**src/rtl/bcu_pkg.sv**
```systemverilog
package bcu_pkg;

    typedef enum logic [3:0] {
        OP_LZC   = 4'd0,
        OP_TZC   = 4'd1,
        OP_POPC  = 4'd2,
        OP_SXB   = 4'd3,
        OP_SXH   = 4'd4,
        OP_ZXH   = 4'd5,
        OP_BYTOR = 4'd6,
        OP_BSWAP = 4'd7
    } bcu_op_e;

    typedef struct packed {
        logic illegal;
        logic is_count;
    } bcu_dec_t;

    function automatic bcu_dec_t bcu_decode(logic [3:0] code, logic base_en, logic crypto_en);
        bcu_dec_t d;
        d.is_count = (code <= 4'd2);
        if (code > 4'd7)
            d.illegal = 1'b1;
        else if (code == OP_BSWAP)
            d.illegal = !(base_en || crypto_en);
        else
            d.illegal = !base_en;
        return d;
    endfunction

endpackage

```
**src/rtl/bcu_trail_count.sv**
```systemverilog
module bcu_trail_count #(
    parameter int W = 64,
    localparam int CW = $clog2(W) + 1,
    localparam int IW = $clog2(W)
) (
    input  logic [W-1:0]  vec_i,
    output logic [CW-1:0] cnt_o
);
    always_comb begin
        cnt_o = CW'(W);
        for (int i = W - 1; i >= 0; i--) begin
            if (vec_i[i]) cnt_o = CW'(i);
        end
    end

    always_comb begin
        AST_COUNT_BOUND: assert (cnt_o <= CW'(W)) else $error("count out of range");
        if (cnt_o < CW'(W)) begin
            AST_FIRST_ONE: assert (vec_i[cnt_o[IW-1:0]]) else $error("count not at a set bit");
        end
    end
endmodule

```
**src/rtl/bcu_popcount.sv**
```systemverilog
module bcu_popcount #(
    parameter int W = 64,
    localparam int CW = $clog2(W) + 1
) (
    input  logic [W-1:0]  vec_i,
    output logic [CW-1:0] cnt_o
);
    always_comb begin
        cnt_o = '0;
        for (int i = 0; i < W; i++) begin
            cnt_o = cnt_o + CW'(vec_i[i]);
        end
    end

    always_comb begin
        AST_POP_MATCH: assert (32'(cnt_o) == 32'($countones(vec_i))) else $error("population mismatch");
    end
endmodule

```
**src/rtl/bcu_byte_ops.sv**
```systemverilog
module bcu_byte_ops #(
    parameter int XLEN = 64,
    localparam int NB = XLEN / 8
) (
    input  logic [XLEN-1:0] opd_i,
    output logic [XLEN-1:0] sxb_o,
    output logic [XLEN-1:0] sxh_o,
    output logic [XLEN-1:0] zxh_o,
    output logic [XLEN-1:0] bytor_o,
    output logic [XLEN-1:0] bswap_o
);
    assign sxb_o = {{(XLEN-8){opd_i[7]}}, opd_i[7:0]};
    assign sxh_o = {{(XLEN-16){opd_i[15]}}, opd_i[15:0]};
    assign zxh_o = {{(XLEN-16){1'b0}}, opd_i[15:0]};

    for (genvar k = 0; k < NB; k++) begin : g_lane
        assign bytor_o[8*k +: 8] = {8{|opd_i[8*k +: 8]}};
        assign bswap_o[8*k +: 8] = opd_i[8*(NB-1-k) +: 8];
    end

    always_comb begin
        for (int k = 0; k < NB; k++) begin
            AST_BYTOR_LANE: assert (bytor_o[8*k +: 8] == 8'h00 || bytor_o[8*k +: 8] == 8'hFF) else $error("lane not uniform");
        end
        AST_BSWAP_POP: assert ($countones(bswap_o) == $countones(opd_i)) else $error("swap lost bits");
    end
endmodule

```
**src/rtl/bitcount_byte_unit.sv**
```systemverilog
module bitcount_byte_unit
    import bcu_pkg::*;
#(
    parameter int XLEN = 64,
    localparam int WORD = XLEN / 2,
    localparam int CW = $clog2(XLEN) + 1
) (
    input  logic [3:0]      op_i,
    input  logic            word_i,
    input  logic [XLEN-1:0] operand_i,
    input  logic            en_base_i,
    input  logic            en_crypto_i,
    output logic [XLEN-1:0] result_o,
    output logic            illegal_o
);
    bcu_dec_t        dec;
    logic [XLEN-1:0] lz_src, lz_rev, tz_src, pop_src;
    logic [CW-1:0]   lz_cnt, tz_cnt, pop_cnt;
    logic [XLEN-1:0] sxb, sxh, zxh, bytor, bswap;

    assign dec = bcu_decode(op_i, en_base_i, en_crypto_i);

    // Sentinel bit at the half boundary caps word counts at WORD.
    assign lz_src  = word_i ? {operand_i[WORD-1:0], 1'b1, {(WORD-1){1'b0}}} : operand_i;
    assign tz_src  = word_i ? {{(WORD-1){1'b0}}, 1'b1, operand_i[WORD-1:0]} : operand_i;
    assign pop_src = word_i ? {{WORD{1'b0}}, operand_i[WORD-1:0]} : operand_i;

    for (genvar i = 0; i < XLEN; i++) begin : g_rev
        assign lz_rev[i] = lz_src[XLEN-1-i];
    end

    bcu_trail_count #(.W(XLEN)) i_lead (.vec_i(lz_rev), .cnt_o(lz_cnt));
    bcu_trail_count #(.W(XLEN)) i_trail (.vec_i(tz_src), .cnt_o(tz_cnt));
    bcu_popcount    #(.W(XLEN)) i_pop (.vec_i(pop_src), .cnt_o(pop_cnt));

    bcu_byte_ops #(.XLEN(XLEN)) i_bytes (
        .opd_i  (operand_i),
        .sxb_o  (sxb),
        .sxh_o  (sxh),
        .zxh_o  (zxh),
        .bytor_o(bytor),
        .bswap_o(bswap)
    );

    always_comb begin
        result_o = '0;
        if (!dec.illegal) begin
            case (op_i)
                OP_LZC:   result_o = {{(XLEN-CW){1'b0}}, lz_cnt};
                OP_TZC:   result_o = {{(XLEN-CW){1'b0}}, tz_cnt};
                OP_POPC:  result_o = {{(XLEN-CW){1'b0}}, pop_cnt};
                OP_SXB:   result_o = sxb;
                OP_SXH:   result_o = sxh;
                OP_ZXH:   result_o = zxh;
                OP_BYTOR: result_o = bytor;
                OP_BSWAP: result_o = bswap;
                default:  result_o = '0;
            endcase
        end
    end

    assign illegal_o = dec.illegal;

    always_comb begin
        AST_ILLEGAL_ZERO: assert (!illegal_o || result_o == '0) else $error("illegal result not zero");
        AST_HIGH_CODE: assert (op_i < 4'd8 || illegal_o) else $error("unused code accepted");
        if (!illegal_o && dec.is_count) begin
            AST_COUNT_ALIGN: assert (result_o <= XLEN'(XLEN)) else $error("count not right-aligned");
            if (word_i) begin
                AST_WORD_CAP: assert (result_o <= XLEN'(WORD)) else $error("word count above cap");
            end
        end
    end
endmodule

```
**config.mk**
```make
export PLATFORM = sky130hd
export DESIGN_NAME = bitcount_byte_unit
export DESIGN_NICKNAME = d
export VERILOG_FILES = /design/src/rtl/bcu_pkg.sv /design/src/rtl/bcu_trail_count.sv /design/src/rtl/bcu_popcount.sv /design/src/rtl/bcu_byte_ops.sv /design/src/rtl/bitcount_byte_unit.sv
export SDC_FILE = /design/constraint.sdc
export NUM_CORES = 1
export LEC_CHECK = 0
export BUFFER_PORTS_ARGS = -buffer_cell sky130_fd_sc_hd__buf_4
export CAP_MARGIN = 5
export CELL_PAD_IN_SITES_DETAIL_PLACEMENT = 1
export CELL_PAD_IN_SITES_GLOBAL_PLACEMENT = 2
export CORE_AREA = 2 2 131 133
export DETAILED_ROUTE_END_ITERATION = 8
export DIE_AREA = 0 0 133 135
export GPL_TIMING_DRIVEN = 0
export PLACE_DENSITY_LB_ADDON = 0.1
export SYNTH_ARGS = -nofsm -noshare
export SYNTH_HDL_FRONTEND = slang
export SYNTH_SLANG_ARGS = --single-unit
```
**constraint.sdc**
```tcl
create_clock -name vclk -period 9.31
set_clock_uncertainty 0.1 [all_clocks]
set_input_delay 0.4655 -clock vclk [all_inputs]
set_output_delay 0.4655 -clock vclk [all_outputs]
set_load 0.005 [all_outputs]
```
==> impl_metrics.py, run 1 <==
metrics = {
    "grt": {
        "gr-total-overflow": 0,
        "grtUsageTotal": 0.292,
        "grt_max_degree": 20,
        "grt_first_pass_wirelength_microns": 39400,
        "grt_pass1_vias": 6312,
        "antenna_found_initial": 0,
    },
    "layout": {
        "n_clock_buffer": 0,
        "seqCellArea_sq_um": 0,
        "design.seq.count": 0,
        "final_util": 0.361,
        "nets": 987,
        "fillers": 2134,
        "design_area_sq_um": 5930,
        "drive_above_1_share": 0.180,
        "multiInputGateArea_sq_um": 4200,
        "antenna_cells": 0,
        "area_growth_syn_to_layout_pct": 25.2,
        "fin_cells": 1063,
    },
    "logic_synthesis": {
        "synthesis.area_sq_um": 4740,
        "seq_area_frac_synth": 0,
        "syn_inst": 725,
        "ys_types": 64,
        "synth_compound_gate_area_share": 0.309,
        "synth-simple-area-share": 0.291,
        "synth_top_family_by_area": "compound AO/OA/AOI/OAI gates",
        "yosys_warnings": 0,
        "synth_top_area_share": 0.228,
        "synthTopCellsByArea": "fa_1, a21oi_1, inv_1",
        "yosysTopAreaCell": "fa_1",
        "synth_fa_ha_area_frac": 0.273,
        "avgSynthCellArea_sq_um": 6.53,
        "synthMuxAreaShare": 0.00476,
        "syn-num-nets": 867,
        "synth-xor-area-share": 0.00370,
    },
    "placement": {
        "placed_cells": 1065,
        "place_area_sq_um": 5910,
        "io_buffers": 120,
        "place_hpwl_microns": 22400,
        "gp_congestion": 0.931,
    },
    "sta": {
        "max_slew_margin": 0.211,
        "hold_viol_final": 0,
        "hold-worst-slack_ns": 1.21,
        "drv_slew": 0,
        "max_freq_mhz": 111,
        "period_minus_slack_ns": 9.03,
        "fin_crit_sh": 0.970,
        "worstMarginPinSlew_ns": 1.15,
        "finalSetupViolations": 0,
        "rsz0062_at_grt": "false",
    },
    "floorplan": {
        "die_area_sq_um": 18000,
        "core_area_sq_um": 16400,
        "die_w_microns": 133,
        "die_h_microns": 135,
        "rows": 47,
        "start_util": 0.289,
        "ios": 136,
    },
    "run_status": {
        "status": "finished clean",
    },
    "routing": {
        "wl_per_cell_microns": 25.1,
        "drcViolationCount": 0,
        "ant_nets": 0,
        "drt_iter0_drc": 443,
        "drt_pre_antenna_iters": 5,
        "via_count": 6108,
        "drt_wl_total_microns": 26700,
        "vias_per_cell": 5.75,
    },
    "clock_tree": {
        "postCtsSetupBuffers": 0,
        "cts_hold_buf": 0,
    },
    "power": {
        "total_power_mw": 1.91,
        "cellPowerDensity_nw_per_um2": 323,
        "irDropWorstVdd_uv": 1060,
        "power.leakage_nw": 2.51,
    },
    "critical_path": {
        "required_ns": 8.74,
        "worstPathArrival_ns": 8.47,
        "crit_fanout": 19,
        "start_kind": "input port",
        "critPathKind": "in2out",
        "critPathCaptureType": "output port",
    },
    "worst_hold_path": {
        "hp-class": "in2out",
    },
    "flow_run": {
        "maxCapViolCount": 0,
    },
}
==> power by group <==
part | internal, mW | total [mW] | switching [mW]
combinational | 0.802 | 1.91 | 1.11
sequential | 0 | 0 | 0
clock | 0 | 0 | 0
==> layer usage <==
metal	vias up	share of wire	global-route usage
met3	38	0.063	0.0398
met5	-	0	0
li1	2775	-	-
met1	3054	0.43	0.388
met2	241	0.48	0.501
met4	0	0.028	0.0717
==> area by class of cell <==
class / count / share of cell area
plain buffers: 46 / 0.0359
multi-input cells: 585 / 0.708
repair buffers: 120 / 0.152
inverters: 92 / 0.0582
well taps: 220 / 0.0464
==> synthesized netlist by cell type (all sizes together) (3+ instances only) <==
library cell and number:
o211ai 7, nor4b 3, nor3 26, o21a 3, fa 54, a221oi 7, nor2 69, clkbuf 38
o41ai 3, and2 3, nand4 6, nor4bb 3, a2111oi 3, a41oi 3, or2 7, a311oi 3
a21o 6, o21ai 31, a211oi 6, a22oi 7, nand2b 22, nand2 68, ha 17, a21oi 112
nor2b 23, a31oi 9, and3 7, nor4 19, buf 10, o31ai 9, or3 6, nand3 9
inv 92
==> metrics by stage <==
stage | setup slack, ns | setup TNS (ns)
after global routing | 0.00508 | 0
after floorplan | 0.927 | 0
after CTS | 0.0342 | 0
final | 0.277 | 0
after detailed placement | -0.940 | -4.51
after global placement | -0.824 | -3.62
==> final timing paths <==
check                startpoint            to  cells past startpoint
hold / removal    operand_i[19]  result_o[43]                      4
setup / recovery         word_i   result_o[1]                     26
==> layout by cell type, fill, tap and decap left out, types with 4 or more instances in the layout <==
cell type and n:
o21ai_0 31, and3_1 7, nor2b_1 23, nand2b_1 22, nor3_1 26, nand2_1 68
nor2_1 69, inv_1 91, nor4_1 19, a221oi_1 6, or2_2 7, clkbuf_2 4
o31ai_1 9, ha_1 17, nand3_1 9, fa_1 54, a31oi_1 9, buf_2 4
a22oi_1 7, a21o_1 6, a211oi_1 5, nand4_1 6, buf_4 123, o211ai_1 7
a21oi_1 112, or3_1 6, clkbuf_1 32
==> cell families after synthesis <==
group,Yosys count
XOR/XNOR,2
buffers and inverters,140
adder cells (fa/ha/maj),71
AO/OA/AOI/OAI,233
multiplexers,2
AND/OR/NAND/NOR,277
==> worst max-delay path, stage by stage <==
cell and delay, ns:
buf_2 0.33, clkbuf_2 0.33, clkbuf_2 0.35, clkbuf_2 0.45, nor2_1 0.13, fa_1 0.57, inv_1 0.06, fa_1 0.48
inv_1 0.05, fa_1 0.48, inv_1 0.05, fa_1 0.53, inv_1 0.06, fa_1 0.47, inv_1 0.05, fa_1 0.51
fa_1 0.43, fa_1 0.48, fa_1 0.44, fa_1 0.51, o31ai_1 0.31, a221oi_2 0.15, nor2b_1 0.17, a311o_1 0.32
o21ai_0 0.11, buf_4 0.15
==> what timing repair did <==
action / CTS / global route
endpoints found under the setup margin: 7 / 5
resized for setup: 4 / 3
pin swaps: 0 / 0
Note: power is estimated with default switching activity, not from simulation.
==> run 2: changes to the inputs <==
--- a/config.mk
+++ b/config.mk
@@ -5,15 +5,17 @@
 export SDC_FILE = /design/constraint.sdc
 export NUM_CORES = 1
 export LEC_CHECK = 0
+export ABC_AREA = 1
 export BUFFER_PORTS_ARGS = -buffer_cell sky130_fd_sc_hd__buf_4
 export CAP_MARGIN = 5
 export CELL_PAD_IN_SITES_DETAIL_PLACEMENT = 1
 export CELL_PAD_IN_SITES_GLOBAL_PLACEMENT = 2
-export CORE_AREA = 2 2 131 133
+export CORE_AREA = 2 2 135 137
 export DETAILED_ROUTE_END_ITERATION = 8
-export DIE_AREA = 0 0 133 135
+export DIE_AREA = 0 0 137 139
 export GPL_TIMING_DRIVEN = 0
 export PLACE_DENSITY_LB_ADDON = 0.1
+export SLEW_MARGIN = 20
 export SYNTH_ARGS = -nofsm -noshare
 export SYNTH_HDL_FRONTEND = slang
 export SYNTH_SLANG_ARGS = --single-unit
==> impl_metrics.py, run 2 <==
metrics = {
    "run_status": {
        "status": "finished clean",
    },
    "grt": {
        "grt_pass1_vias": 6221,
        "grtUsageTotal": 0.255,
        "grt_first_pass_wirelength_microns": 36700,
        "gr-total-overflow": 0,
        "antenna_found_initial": 0,
        "grt_max_degree": 11,
    },
    "logic_synthesis": {
        "synth_top_family_by_area": "simple AND/OR/NAND/NOR gates",
        "seq_area_frac_synth": 0,
        "synth_compound_gate_area_share": 0.226,
        "synthMuxAreaShare": 0,
        "synth-simple-area-share": 0.311,
        "syn_inst": 841,
        "ys_types": 43,
        "syn-num-nets": 983,
        "yosysTopAreaCell": "fa_1",
        "synthTopCellsByArea": "fa_1, nand2_1, a21oi_1",
        "synth_top_area_share": 0.224,
        "synth-xor-area-share": 0,
        "yosys_warnings": 0,
        "yosysMostFrequentCell": "nand2_1",
        "synth_fa_ha_area_frac": 0.268,
        "synth_commonest_cells": "nand2_1, inv_1, a21oi_1",
        "synthesis.area_sq_um": 4830,
        "avgSynthCellArea_sq_um": 5.75,
    },
    "power": {
        "clkPwrFrac": 0,
        "power.switching_mw": 1.09,
        "cellPowerDensity_nw_per_um2": 298,
        "seq_power_share": 0,
        "p_int_mw": 0.750,
        "power_switching_share": 0.593,
        "irDropWorstVdd_uv": 641,
        "combPwrFrac": 1.000,
        "power.leakage_nw": 3.23,
    },
    "critical_path": {
        "cp_common_cell": "fa_1",
        "worstPathArrival_ns": 8.18,
        "critPathCaptureType": "output port",
        "required_ns": 8.74,
        "critPathKind": "in2out",
        "critPathTopFamily": "adder cells",
        "max_stage_delay_ns": 0.62,
        "crit_fanout": 10,
        "start_kind": "input port",
        "critPathBufInv": 11,
        "slowest_stage": "a2111oi_1",
    },
    "placement": {
        "place_hpwl_microns": 21400,
        "placed_cells": 1207,
        "io_buffers": 136,
        "gp_congestion": 0.945,
    },
    "sta": {
        "max_freq_mhz": 114,
        "fin_crit_sh": 0.939,
        "hold_viol_final": 0,
        "drv_slew": 0,
        "rsz0062_at_grt": "false",
        "max_slew_margin": 0.416,
        "worstMarginPinSlew_ns": 0.871,
        "period_minus_slack_ns": 8.74,
        "final.setup.tns_ns": 0,
        "finalSetupViolations": 0,
    },
    "flow_run": {
        "maxCapViolCount": 0,
    },
    "layout": {
        "most-common-layout-cells": "nand2_1, inv_1, a21oi_1, buf_4, nor2_1",
        "final_common_cell": "nand2_1",
        "antenna_cells": 0,
        "area_growth_syn_to_layout_pct": 27.6,
        "design.seq.count": 0,
        "nets": 1122,
        "seqCellArea_sq_um": 0,
        "n_clock_buffer": 0,
        "fin_cells": 1207,
        "drive_above_1_share": 0.178,
    },
    "floorplan": {
        "ios": 136,
        "die_area_sq_um": 19000,
        "rows": 49,
        "die_w_microns": 137,
        "start_util": 0.274,
        "die_h_microns": 139,
        "core_area_sq_um": 17700,
    },
    "routing": {
        "vias_per_cell": 4.97,
        "drt_iter0_drc": 340,
        "drcViolationCount": 0,
        "drt_pre_antenna_iters": 5,
        "drt_wl_total_microns": 24500,
        "ant_nets": 0,
        "wl_per_cell_microns": 20.3,
        "via_count": 6001,
    },
    "clock_tree": {
        "cts_resized": 0,
        "cts_hold_buf": 0,
        "postCtsSetupBuffers": 0,
    },
    "worst_hold_path": {
        "hp-class": "in2out",
    },
}
[run 2: cell count changes in the layout (fill, tap and decap cells not counted), moves of 17 or more]
cell      change
a21oi_1      +24
clkbuf_1     -17
nor2b_1      -23
inv_1        +66
nand2b_1     -22
nand2_1     +176
[run 2: power groups by stage]
stage / clock (mW) / combinational, mW / sequential, mW
CTS: 0 / 1.92 / 0
floorplan: 0 / 1.28 / 0
detailed placement: 0 / 1.91 / 0
global placement: 0 / 1.87 / 0
finish: 0 / 1.84 / 0
global route: 0 / 2.18 / 0
[run 2: stage by stage]
step | instance area, sq um | setup slack [ns] | total power [mW] | hold slack, ns | utilization
3_3_place_gp | 6140 | 0.314 | 1.87 | 1.21 | 0.348
5_1_grt | 6170 | 0.137 | 2.18 | 1.25 | 0.349
4_1_cts | 6170 | 0.313 | 1.92 | 1.20 | 0.349
6_report | 6170 | 0.566 | 1.84 | 1.21 | 0.349
2_1_floorplan | 4830 | 1.78 | 1.28 | 0.940 | -
3_5_place_dp | 6170 | 0.364 | 1.91 | 1.20 | 0.349
[run 2: final timing paths]
| path | depth (start not counted) | end | slack (ns) | start |
|---|---|---|---|---|
| hold / removal | 4 | result_o[26] | 1.21 | operand_i[34] |
| setup / recovery | 30 | result_o[4] | 0.57 | word_i |
[run 2: kinds of logic (layout without fill, tap and decap cells)]
group | after synthesis | in the layout
adders and majority gates | 71 | 71
AOI/OAI and AO/OA | 195 | 195
and+or+nand+nor | 374 | 374
buffers and inverters | 201 | 338
[run 2: area by class of cell]
class / count / area, sq um
inverter: 178 / 783
tap: 229 / 287
buffer: 23 / 159
multi-input combinational: 640 / 3910
timing repair buffer: 137 / 1030
fill: 2399 / 11500
[run 2: layer usage]
metal / vias up / part of all wire / global-route usage / wire (microns)
met5: - / 0 / 0 / 0
met4: 0 / 0.025 / 0.0532 / 609
met3: 18 / 0.059 / 0.0238 / 1450
met2: 196 / 0.44 / 0.414 / 10800
met1: 2852 / 0.47 / 0.366 / 11600
li1: 2935 / - / - / -
[run 2: tightest hold or removal path: stages]
cell and delay [ns]:
buf_4 0.08, a21oi_1 0.05, a21oi_1 0.12, buf_4 0.12
